<file path="src/rtl/wdt_pkg.sv">
// Shared types for the low-frequency watchdog.
// Assumes: nothing beyond IEEE 1800-2017 packages.
package wdt_pkg;

    // Sources that restart both watchdog counters.
    typedef struct packed {
        logic sw_clear;
        logic sleep_in;
        logic osc_change;
        logic clk_lost;
    } wdt_clr_src_t;

    // What the output stage raises on a given cycle.
    typedef enum logic [1:0] {
        FIRE_NONE  = 2'd0,
        FIRE_RESET = 2'd1,
        FIRE_WAKE  = 2'd2
    } wdt_fire_t;

    // Reduce all clear sources to one restart signal.
    function automatic logic clr_any(input wdt_clr_src_t s);
        return s.sw_clear | s.sleep_in | s.osc_change | s.clk_lost;
    endfunction

endpackage

</file>
<file path="src/rtl/wdt_prescale.sv">
// Base-period divider: emits one tick every PRE_DIV clocks while running.
// Assumes: PRE_DIV >= 2; clear and !run both force the count back to zero.
module wdt_prescale #(
    parameter int PRE_DIV = 128
) (
    input  logic clk,
    input  logic rst_n,
    input  logic run,
    input  logic clear,
    output logic tick
);
    localparam int CNT_W = $clog2(PRE_DIV);
    localparam logic [CNT_W-1:0] LAST = CNT_W'(PRE_DIV - 1);

    logic [CNT_W-1:0] cnt;

    // Tick on the last count of each base period, never on a cleared cycle.
    always_comb tick = run && !clear && (cnt == LAST);

    // Advance the divider, wrapping at the end of the base period.
    always_ff @(posedge clk) begin
        if (!rst_n || !run || clear) cnt <= '0;
        else if (cnt == LAST)        cnt <= '0;
        else                         cnt <= cnt + 1'b1;
    end

    // the divider never leaves its range.
    a_r3_pre_range: assert property (@(posedge clk) disable iff (!rst_n)
        32'(cnt) < PRE_DIV);

    // a clear leaves the divider at zero.
    a_r6_pre_cleared: assert property (@(posedge clk) disable iff (!rst_n)
        clear |=> cnt == '0);

endmodule

</file>
<file path="src/rtl/wdt_postscale.sv">
// Postscaler: counts base ticks and flags expiry at the selected power-of-two tap.
// Assumes: sel is sampled every tick; a select beyond the top tap is clamped.
module wdt_postscale #(
    parameter int POST_BITS = 16,
    parameter int SEL_W     = 4
) (
    input  logic             clk,
    input  logic             rst_n,
    input  logic             run,
    input  logic             clear,
    input  logic             tick,
    input  logic [SEL_W-1:0] sel,
    output logic             expire
);
    localparam int TOP = POST_BITS - 1;

    logic [POST_BITS-1:0] cnt;
    logic [POST_BITS:0]   nxt;
    logic [POST_BITS-1:0] reach;
    logic [SEL_W-1:0]     eff_sel;

    // Tick count including the tick in progress.
    always_comb nxt = {1'b0, cnt} + 1'b1;

    // Tap k is reached once the count including this tick is at least 2^k.
    for (genvar k = 0; k < POST_BITS; k++) begin : g_tap
        always_comb reach[k] = |nxt[POST_BITS:k];
    end

    // Clamp the select to the top tap.
    always_comb eff_sel = (32'(sel) > TOP) ? SEL_W'(TOP) : sel;

    // Expire on a tick whose count reaches the selected tap.
    always_comb expire = tick && reach[eff_sel];

    // Count ticks; restart after expiry, on clear or when stopped.
    always_ff @(posedge clk) begin
        if (!rst_n || !run || clear) cnt <= '0;
        else if (expire)             cnt <= '0;
        else if (tick)               cnt <= nxt[POST_BITS-1:0];
    end

    // a clear leaves the postscaler at zero.
    a_r6_post_cleared: assert property (@(posedge clk) disable iff (!rst_n)
        clear |=> cnt == '0);

    // the postscaler restarts after an expiry.
    a_r4_post_restart: assert property (@(posedge clk) disable iff (!rst_n)
        expire |=> cnt == '0);

endmodule

</file>
<file path="src/rtl/wdt_route.sv">
// Output stage: turns an expiry into a one-cycle reset or wake-up request.
// Assumes: in_sleep is stable around expiry; outputs are registered.
module wdt_route
    import wdt_pkg::*;
(
    input  logic clk,
    input  logic rst_n,
    input  logic expire,
    input  logic in_sleep,
    output logic rst_req,
    output logic wake_req
);
    wdt_fire_t fire_d, fire_q;

    // Choose the request kind from the power state.
    always_comb begin
        if (!expire)      fire_d = FIRE_NONE;
        else if (in_sleep) fire_d = FIRE_WAKE;
        else              fire_d = FIRE_RESET;
    end

    // Register the request for one cycle.
    always_ff @(posedge clk) begin
        if (!rst_n) fire_q <= FIRE_NONE;
        else        fire_q <= fire_d;
    end

    // Decode the registered request onto the pins.
    always_comb begin
        rst_req  = (fire_q == FIRE_RESET);
        wake_req = (fire_q == FIRE_WAKE);
    end

    // a wake-up request only follows an expiry seen while asleep.
    a_r5_wake_in_sleep: assert property (@(posedge clk) disable iff (!rst_n)
        wake_req |-> $past(in_sleep));

    // a reset request only follows an expiry seen while running.
    a_r5_reset_awake: assert property (@(posedge clk) disable iff (!rst_n)
        rst_req |-> !$past(in_sleep));

endmodule

</file>
<file path="src/rtl/lfo_watchdog.sv">
// Watchdog timer: prescaler, selectable postscaler tap and reset/wake routing.
// Assumes: all inputs are synchronous to clk_lf; clear strobes last one cycle.
module lfo_watchdog
    import wdt_pkg::*;
#(
    parameter int PRE_DIV   = 128,
    parameter int POST_BITS = 16,
    parameter int SEL_W     = $clog2(POST_BITS)
) (
    input  logic             clk_lf,
    input  logic             rst_n,
    input  logic             cfg_en,
    input  logic             sw_en,
    input  logic             clr_strobe,
    input  logic             sleep_enter,
    input  logic             osc_sel_chg,
    input  logic             clk_fail,
    input  logic             in_sleep,
    input  logic [SEL_W-1:0] sel,
    output logic             rst_req,
    output logic             wake_req
);
    wdt_clr_src_t clr_src;
    logic         clear;
    logic         run;
    logic         tick;
    logic         expire;

    // Gather the clear sources and the enable.
    always_comb begin
        clr_src.sw_clear   = clr_strobe;
        clr_src.sleep_in   = sleep_enter;
        clr_src.osc_change = osc_sel_chg;
        clr_src.clk_lost   = clk_fail;
        clear              = clr_any(clr_src);
        run                = cfg_en | sw_en;
    end

    wdt_prescale #(.PRE_DIV(PRE_DIV)) u_pre (
        .clk   (clk_lf),
        .rst_n (rst_n),
        .run   (run),
        .clear (clear),
        .tick  (tick)
    );

    wdt_postscale #(.POST_BITS(POST_BITS), .SEL_W(SEL_W)) u_post (
        .clk    (clk_lf),
        .rst_n  (rst_n),
        .run    (run),
        .clear  (clear),
        .tick   (tick),
        .sel    (sel),
        .expire (expire)
    );

    wdt_route u_route (
        .clk      (clk_lf),
        .rst_n    (rst_n),
        .expire   (expire),
        .in_sleep (in_sleep),
        .rst_req  (rst_req),
        .wake_req (wake_req)
    );

    // the two requests are mutually exclusive.
    a_r11_exclusive: assert property (@(posedge clk_lf) disable iff (!rst_n)
        !(rst_req && wake_req));

    // a reset request lasts one cycle.
    a_r4_one_cycle_rst: assert property (@(posedge clk_lf) disable iff (!rst_n)
        rst_req |=> !rst_req);

    // a wake-up request lasts one cycle.
    a_r4_one_cycle_wake: assert property (@(posedge clk_lf) disable iff (!rst_n)
        wake_req |=> !wake_req);

    // a clear event suppresses any request at that edge.
    a_r9_clear_wins: assert property (@(posedge clk_lf) disable iff (!rst_n)
        clear |=> !(rst_req || wake_req));

    // no request follows a cycle with both enables low.
    a_r2_idle_quiet: assert property (@(posedge clk_lf) disable iff (!rst_n)
        !run |=> !(rst_req || wake_req));

endmodule

</file>
<file path="config.mk">
export PLATFORM = sky130hd
export DESIGN_NAME = lfo_watchdog
export DESIGN_NICKNAME = d
export VERILOG_FILES = /design/src/rtl/wdt_pkg.sv /design/src/rtl/wdt_prescale.sv /design/src/rtl/wdt_postscale.sv /design/src/rtl/wdt_route.sv /design/src/rtl/lfo_watchdog.sv
export SDC_FILE = /design/constraint.sdc
export NUM_CORES = 1
export LEC_CHECK = 0
export CORE_ASPECT_RATIO = 2
export CORE_MARGIN = 2
export CORE_UTILIZATION = 58
export DETAILED_ROUTE_END_ITERATION = 10
export GPL_TIMING_DRIVEN = 0
export PLACE_DENSITY = 0.82
export SYNTH_ARGS = -nofsm -noshare
export SYNTH_HDL_FRONTEND = slang
export SYNTH_SLANG_ARGS = --single-unit
</file>
<file path="constraint.sdc">
create_clock -name clk_lf -period 3.3 [get_ports clk_lf]
set_input_delay 0.66 -clock clk_lf [delete_from_list [all_inputs] [get_ports clk_lf]]
set_output_delay 0.66 -clock clk_lf [all_outputs]
set_load 0.05 [all_outputs]
</file>
==> flow_summary.yaml, run 1 <==
setup_path:
  regToRegEndpoint: "u_post.cnt[10]"
  worstPathCellList: "ha_1 > nand3_2 > or2_1 > buf_6 > xor2_1 > a31o_2 > nand2_1 > o41ai_4 > buf_6 > o2bb2ai_1"
  worst-r2r-cell-count: 10
  r2r_start: "u_post.cnt[0]"
  launch_point_of_the_critical_path: "u_post.cnt[0]"
  crit_top_cell: "sky130_fd_sc_hd__buf_6"
  sort_of_element_at_the_start_of_the_critical_path: "register"
  critPathMaxStageDelay_ps: 710
  cpMaxStageDelayCell: "sky130_fd_sc_hd__o41ai_4"
  cp.arrival_ps: 3210
  required_worst_endpoint_ps: 3510
  timing.setup.critical_path_class: "reg2reg"
  critical_path.endpoint_type: "register"
  reg_to_reg_setup_timing_slack_ps: 290
  worstPathBufferInverterCount: 2
  critical-path-top-delay-family: "compound AO/OA/AOI/OAI gates"
  worstPathMaxFanout: 10
synthesis:
  number_of_enable_flip_flop_cells_after_synthesis: 0
  yosys.area_share.adder: 0.0192
  post_synth_xor_area_fraction: 0.135
  cell_type_contributing_the_most_total_cell_area_after_synthesis: "sky130_fd_sc_hd__dfxtp_1"
  synth_top_family_by_area: "simple AND/OR/NAND/NOR gates"
  synth_flop_cell: "sky130_fd_sc_hd__dfxtp_1"
  yosys_warnings: 0
  post-synth-top-count-cell: "sky130_fd_sc_hd__nor2_1"
  synthesized_flop_and_latch_total: 25
  synth_area_leaders: "sky130_fd_sc_hd__dfxtp_1 26%, sky130_fd_sc_hd__xnor2_1 11%, sky130_fd_sc_hd__o2bb2ai_1 6.7%"
  synth_compound_gate_area_share: 0.189
  synth.yosys.seq_area_share: 0.256
  synth_area_per_cell_um2: 7.97
  async_flop_share: 0
  synthTopCellsByCount: "30 x sky130_fd_sc_hd__nor2_1, 25 x sky130_fd_sc_hd__dfxtp_1, 25 x sky130_fd_sc_hd__xnor2_1, 23 x sky130_fd_sc_hd__nand3_1, 15 x sky130_fd_sc_hd__o2bb2ai_1"
  synth_nets: 261
  synth_mux_area_frac: 0.0205
  synth.top_cell.area_share: 0.256
  syn_area_mm2: 0.00195
  synthCells: 245
  synth.distinct_cells: 54
  post_synth_and_or_nand_nor_area_fraction: 0.320
worst_hold_path:
  min-delay-start: "u_pre.cnt[0]"
  hp-class: "reg2reg"
  min_delay_path_depth: 1
  timing.hold.worst_endpoint: "u_pre.cnt[0]"
route:
  routed_wire_length_per_instance_um: 15.1
  drt_iter0_drc: 56
  detail_route.first_pass.iterations: 4
  postRouteAntennaNets: 0
  detail_route.vias_per_cell: 6.29
  route.vias.total: 1843
  drc_violation_count_after_routing: 0
  detail_route.wirelength_mm: 4.42
global_route:
  grt_start_max_net_pins: 16
  grt_antenna_before_repair: 0
  grt_util_all_layers: 0.259
  grt.overflow.total: 0
  first_global_vias: 1855
  grt_pass1_wl_mm: 7.82
sta:
  worst_slack_ps: 293
  timing.max_slew.rel_slack: 0.539
  report.final.hold_viol_count: 0
  final_max_slew_viol_count: 0
  fmax_mhz: 333
  rsz0062_at_grt: "no"
  layout_worst_path_cycle_share: 0.911
  totalNegativeSetupSlack_ps: 0
  setup_violations: 0
  finClkSkew_ps: 11.7
  final_period_minus_worst_setup_slack_ps: 3010
  worst_case_hold_slack_ps: 454
  tightestPinTransition_ps: 690
floorplanning:
  floorplan.initialDensity: 0.612
  fp-row-count: 29
  design.core.area_mm2: 0.00319
  io_pins: 15
  chipWidth_um: 45.0
  floorplan.die.height_um: 86.1
  floorplan.die_area_mm2: 0.00388
clock_tree:
  htree_levels: 1
  cts_made_buffers: 3
  clkLatencyLatePin_ps: 280
  holdBufCountCts: 0
  cts_tree: "yes"
  clk_path_buf_depth: 2
  cts_num_sinks: 25
  cts.clk_slew.worst_paths_ps: 100
  clk_root_buffer_cell: "sky130_fd_sc_hd__clkbuf_8"
  cts-resized-gates: 0
  cts_setup_buffers: 0
placement:
  dp_hpwl_mm: 3.41
  routabilityCongestion: 0.846
  dp_slack_ps: 354
  port-buffer-count: 13
power_and_ir_drop:
  p_leak_nw: 0.635
  power_density_over_cell_area_mw_per_mm2: 247
  irDropWorstVdd_mv: 0.271
run:
  max-cap-violations: 0
finish:
  syn2layout_area_growth_pct: 11.1
  antenna_cells_inserted: 0
  final_nets: 279
  fillerInstances: 273
  drive_gt1_frac: 0.0954
run_status:
  run_status: "finished clean"
report_power, final:
| group | internal [W] | switching (W) | total [W] | leakage [nW] |
|---|---|---|---|---|
| Combinational | 0.0000221 | 0.0000256 | 0.0000477 | 0.412 |
| Sequential | 0.000302 | 0.000000132 | 0.000302 | 0.201 |
| Clock | 0.0000857 | 0.000102 | 0.000187 | 0.0217 |
| Total | 0.000409 | 0.000127 | 0.000537 | 0.635 |
per-layer routing:
metal	GRT usage	share of wire	up-vias
met5	0	0	-
met4	0.107	0.025	0
met2	0.479	0.54	50
met3	0.0253	0.046	11
met1	0.279	0.39	852
li1	-	-	930
area by class of cell:
class / instances / area [um2] / area share
clock buffer: 3 / 41.3 / 0.0190
buffer: 15 / 83.8 / 0.0386
inverter: 9 / 33.8 / 0.0156
timing repair buffer: 13 / 130 / 0.0599
tap: 31 / 38.8 / 0.0179
clock inverter: 1 / 7.51 / 0.00346
multi-input combinational: 196 / 1340 / 0.615
sequential: 25 / 500 / 0.231
registers in the layout, summed over array words and instances (netlist names):
register and count:
u_pre.cnt 7, u_route.fire_q 2, u_post.cnt 16
worst max path at each step:
stage | to | cells past startpoint
after floorplan | u_post.cnt[10] | 10
after global placement | u_post.cnt[12] | 10
after detailed placement | u_post.cnt[13] | 10
after CTS | u_post.cnt[13] | 10
after global routing | u_post.cnt[8] | 10
final | u_post.cnt[10] | 10
stage by stage:
step                      total power [W]  cells  area, um2  utilization
after detailed placement         0.000356    289       2120        0.665
after floorplan                  0.000333    245       1950            -
final                            0.000537    293       2170        0.680
after CTS                        0.000538    293       2170        0.680
after global routing             0.000550    293       2170        0.680
after global placement           0.000356    289       2120        0.665
layout by cell type (no fill, tap or decap), types with 4 or more instances in the layout:
cell,instances
sky130_fd_sc_hd__xor2_1,5
sky130_fd_sc_hd__or3_1,5
sky130_fd_sc_hd__nor2_1,30
sky130_fd_sc_hd__nor4_1,11
sky130_fd_sc_hd__clkdlybuf4s50_1,13
sky130_fd_sc_hd__o2bb2ai_1,15
sky130_fd_sc_hd__nand3_1,23
sky130_fd_sc_hd__xnor2_1,25
sky130_fd_sc_hd__mux2i_1,4
sky130_fd_sc_hd__inv_1,9
sky130_fd_sc_hd__nand4_1,5
sky130_fd_sc_hd__buf_2,4
sky130_fd_sc_hd__nor3_1,9
sky130_fd_sc_hd__dfxtp_1,25
sky130_fd_sc_hd__nand2_1,12
sky130_fd_sc_hd__clkbuf_1,7
logic make-up (layout without fill, tap and decap cells):
| group | Yosys count | after routing |
|---|---|---|
| fa+ha+maj | 3 | 3 |
| compound gates | 43 | 43 |
| mux | 4 | 4 |
| flops | 25 | 25 |
| xor+xnor | 30 | 30 |
| simple gates | 116 | 116 |
| buf+inv | 24 | 41 |
Note: power is estimated with default switching activity, not from simulation.
==> run 2, diff against run 1 <==
--- a/config.mk
+++ b/config.mk
@@ -10,6 +10,7 @@
 export CORE_UTILIZATION = 58
 export DETAILED_ROUTE_END_ITERATION = 10
 export GPL_TIMING_DRIVEN = 0
+export MAX_ROUTING_LAYER = met4
 export PLACE_DENSITY = 0.82
 export SYNTH_ARGS = -nofsm -noshare
 export SYNTH_HDL_FRONTEND = slang
==> run 2 against run 1 <==
Largest power group unchanged. Sequential share of layout area stayed put. Global-route usage is 0.71 points higher. Largest cell class unchanged. Total power about the same. Register-to-register slack is essentially flat. Non-clock buffer count unchanged. Clock skew about the same. First-iteration DRC count did not move. Sequential power about the same. Hold slack about the same. Highest routed layer unchanged. Via count stayed put. Critical path depth did not move.
==> flow_summary.yaml, run 2 (synthesis gave the netlist of run 1 again) <==
setup_path:
  endpoint: "u_post.cnt[10]"
  r2r_start: "u_post.cnt[0]"
  timing.setup.critical_path_class: "reg2reg"
  crit_top_cell: "sky130_fd_sc_hd__buf_6"
  reg_to_reg_setup_timing_slack_ps: 290
  critPathMaxStageDelay_ps: 710
  cp.arrival_ps: 3210
  launch_point_of_the_critical_path: "u_post.cnt[0]"
  worstPathCellList: "ha_1 > nand3_2 > or2_1 > buf_6 > xor2_1 > a31o_2 > nand2_1 > o41ai_4 > buf_6 > o2bb2ai_1"
  required_worst_endpoint_ps: 3510
  worst-r2r-cell-count: 10
  worstPathMaxFanout: 10
  critical_path.endpoint_type: "register"
  sort_of_element_at_the_start_of_the_critical_path: "register"
  regToRegEndpoint: "u_post.cnt[10]"
  cpMaxStageDelayCell: "sky130_fd_sc_hd__o41ai_4"
global_route:
  grt_antenna_before_repair: 0
  grt_pass1_wl_mm: 7.82
  first_global_vias: 1855
  grt_util_all_layers: 0.266
  grt_start_max_net_pins: 16
  grt.overflow.total: 0
sta:
  report.final.hold_viol_count: 0
  rsz0062_at_grt: "no"
  worst_case_hold_slack_ps: 454
  tightestPinTransition_ps: 690
  worst_slack_ps: 293
  fmax_mhz: 333
  final_period_minus_worst_setup_slack_ps: 3010
  finClkSkew_ps: 11.7
  timing.max_slew.rel_slack: 0.539
  layout_worst_path_cycle_share: 0.911
  totalNegativeSetupSlack_ps: 0
  setup_violations: 0
  final_max_slew_viol_count: 0
power_and_ir_drop:
  power_switching_share: 0.237
  clock_power_share: 0.349
  totalPowerFinal_w: 0.000537
  power.sequential.fraction: 0.562
  p_switching_w: 0.000127
  share_comb_of_total_power: 0.089
  p_int_w: 0.000409
  irDropWorstVdd_mv: 0.271
  power_density_over_cell_area_mw_per_mm2: 247
  p_leak_nw: 0.635
run_status:
  run_status: "finished clean"
clock_tree:
  clk_root_buffer_cell: "sky130_fd_sc_hd__clkbuf_8"
  cts_setup_buffers: 0
  cts-resized-gates: 0
  cts_tree: "yes"
  clkLatencyLatePin_ps: 280
  clk_path_buf_depth: 2
  holdBufCountCts: 0
  cts_made_buffers: 3
  cts_num_sinks: 25
  cts.clk_slew.worst_paths_ps: 100
  htree_levels: 1
finish:
  antenna_cells_inserted: 0
  largestRegisters: "u_post.cnt x16, u_pre.cnt x7, u_route.fire_q x2"
  flip_flop_count_of_the_largest_register_all_copies_and_words_added: 16
  registers.top_by_ff_count: "u_post.cnt"
  finish.utilization: 0.680
  leading_cell_type_in_the_layout_fill_and_taps_excluded: "sky130_fd_sc_hd__nor2_1"
  final_nets: 279
  drive_gt1_frac: 0.0954
  top_library_cells_by_usage_in_the_layout_fill_and_taps_aside: "30 x sky130_fd_sc_hd__nor2_1, 25 x sky130_fd_sc_hd__xnor2_1, 25 x sky130_fd_sc_hd__dfxtp_1, 23 x sky130_fd_sc_hd__nand3_1, 15 x sky130_fd_sc_hd__o2bb2ai_1"
  syn2layout_area_growth_pct: 11.1
placement:
  port-buffer-count: 13
  dp_slack_ps: 354
  routabilityCongestion: 0.859
  dp_hpwl_mm: 3.41
route:
  postRouteAntennaNets: 0
  drt_iter0_drc: 56
  drc_violation_count_after_routing: 0
  routed_wire_length_per_instance_um: 15.1
  detail_route.first_pass.iterations: 4
  detail_route.vias_per_cell: 6.29
  route.vias.total: 1843
  detail_route.wirelength_mm: 4.42
floorplanning:
  floorplan.initialDensity: 0.612
  io_pins: 15
  fp-row-count: 29
  design.core.area_mm2: 0.00319
  floorplan.die_area_mm2: 0.00388
  floorplan.die.height_um: 86.1
  chipWidth_um: 45.0
run:
  max-cap-violations: 0
worst_hold_path:
  hp-class: "reg2reg"
[run 2: cell counts in the layout (fill, tap and decap cells not counted)]
Identical to the previous run, type by type.
[run 2: power groups by stage]
stage,clock network (W),logic (W),registers (W)
after floorplan,0,0.0000243,0.000309
after global placement,0,0.0000469,0.000309
after detailed placement,0,0.0000474,0.000309
after CTS,0.000189,0.0000478,0.000302
after global routing,0.000196,0.0000522,0.000302
final,0.000187,0.0000477,0.000302
[run 2: how the worst min path moves through the flow]
| stage | end | cells after the start | start |
|---|---|---|---|
| 4_1_cts | u_pre.cnt[0] | 1 | u_pre.cnt[0] |
| 2_1_floorplan | u_pre.cnt[0] | 1 | u_pre.cnt[0] |
| 6_report | u_pre.cnt[0] | 1 | u_pre.cnt[0] |
| 3_3_place_gp | u_pre.cnt[0] | 1 | u_pre.cnt[0] |
| 3_5_place_dp | u_pre.cnt[0] | 1 | u_pre.cnt[0] |
| 5_1_grt | u_pre.cnt[0] | 1 | u_pre.cnt[0] |
[run 2: layout make-up]
cell class              count  area [um2]
plain buffers              15        83.8
clock buffers               3        41.3
clock inverters             1        7.51
fillers                   273        1020
inverters                   9        33.8
multi-input cells         196        1340
flip-flops and latches     25         500
well taps                  31        38.8
repair buffers             13         130
[run 2: metal layers]
metal	GRT usage	share of wire	vias to the layer above
met5	-	0	-
met4	0.107	0.025	0
met3	0.0253	0.046	11
met2	0.479	0.54	50
met1	0.279	0.39	852
li1	-	-	930
[run 2: critical path, delay by kind of cell, from the launching register on]
kind / cells / cell delay [ps]
flip-flops: 1 / 460
adder cells (fa/ha/maj): 1 / 320
AND/OR/NAND/NOR: 3 / 620
buffers and inverters: 2 / 380
XOR/XNOR: 1 / 140
AO/OA/AOI/OAI: 3 / 990
[run 2: metrics by stage]
step	instances	area [um2]
2_1_floorplan	245	1950
3_3_place_gp	289	2120
3_5_place_dp	289	2120
4_1_cts	293	2170
5_1_grt	293	2170
6_report	293	2170
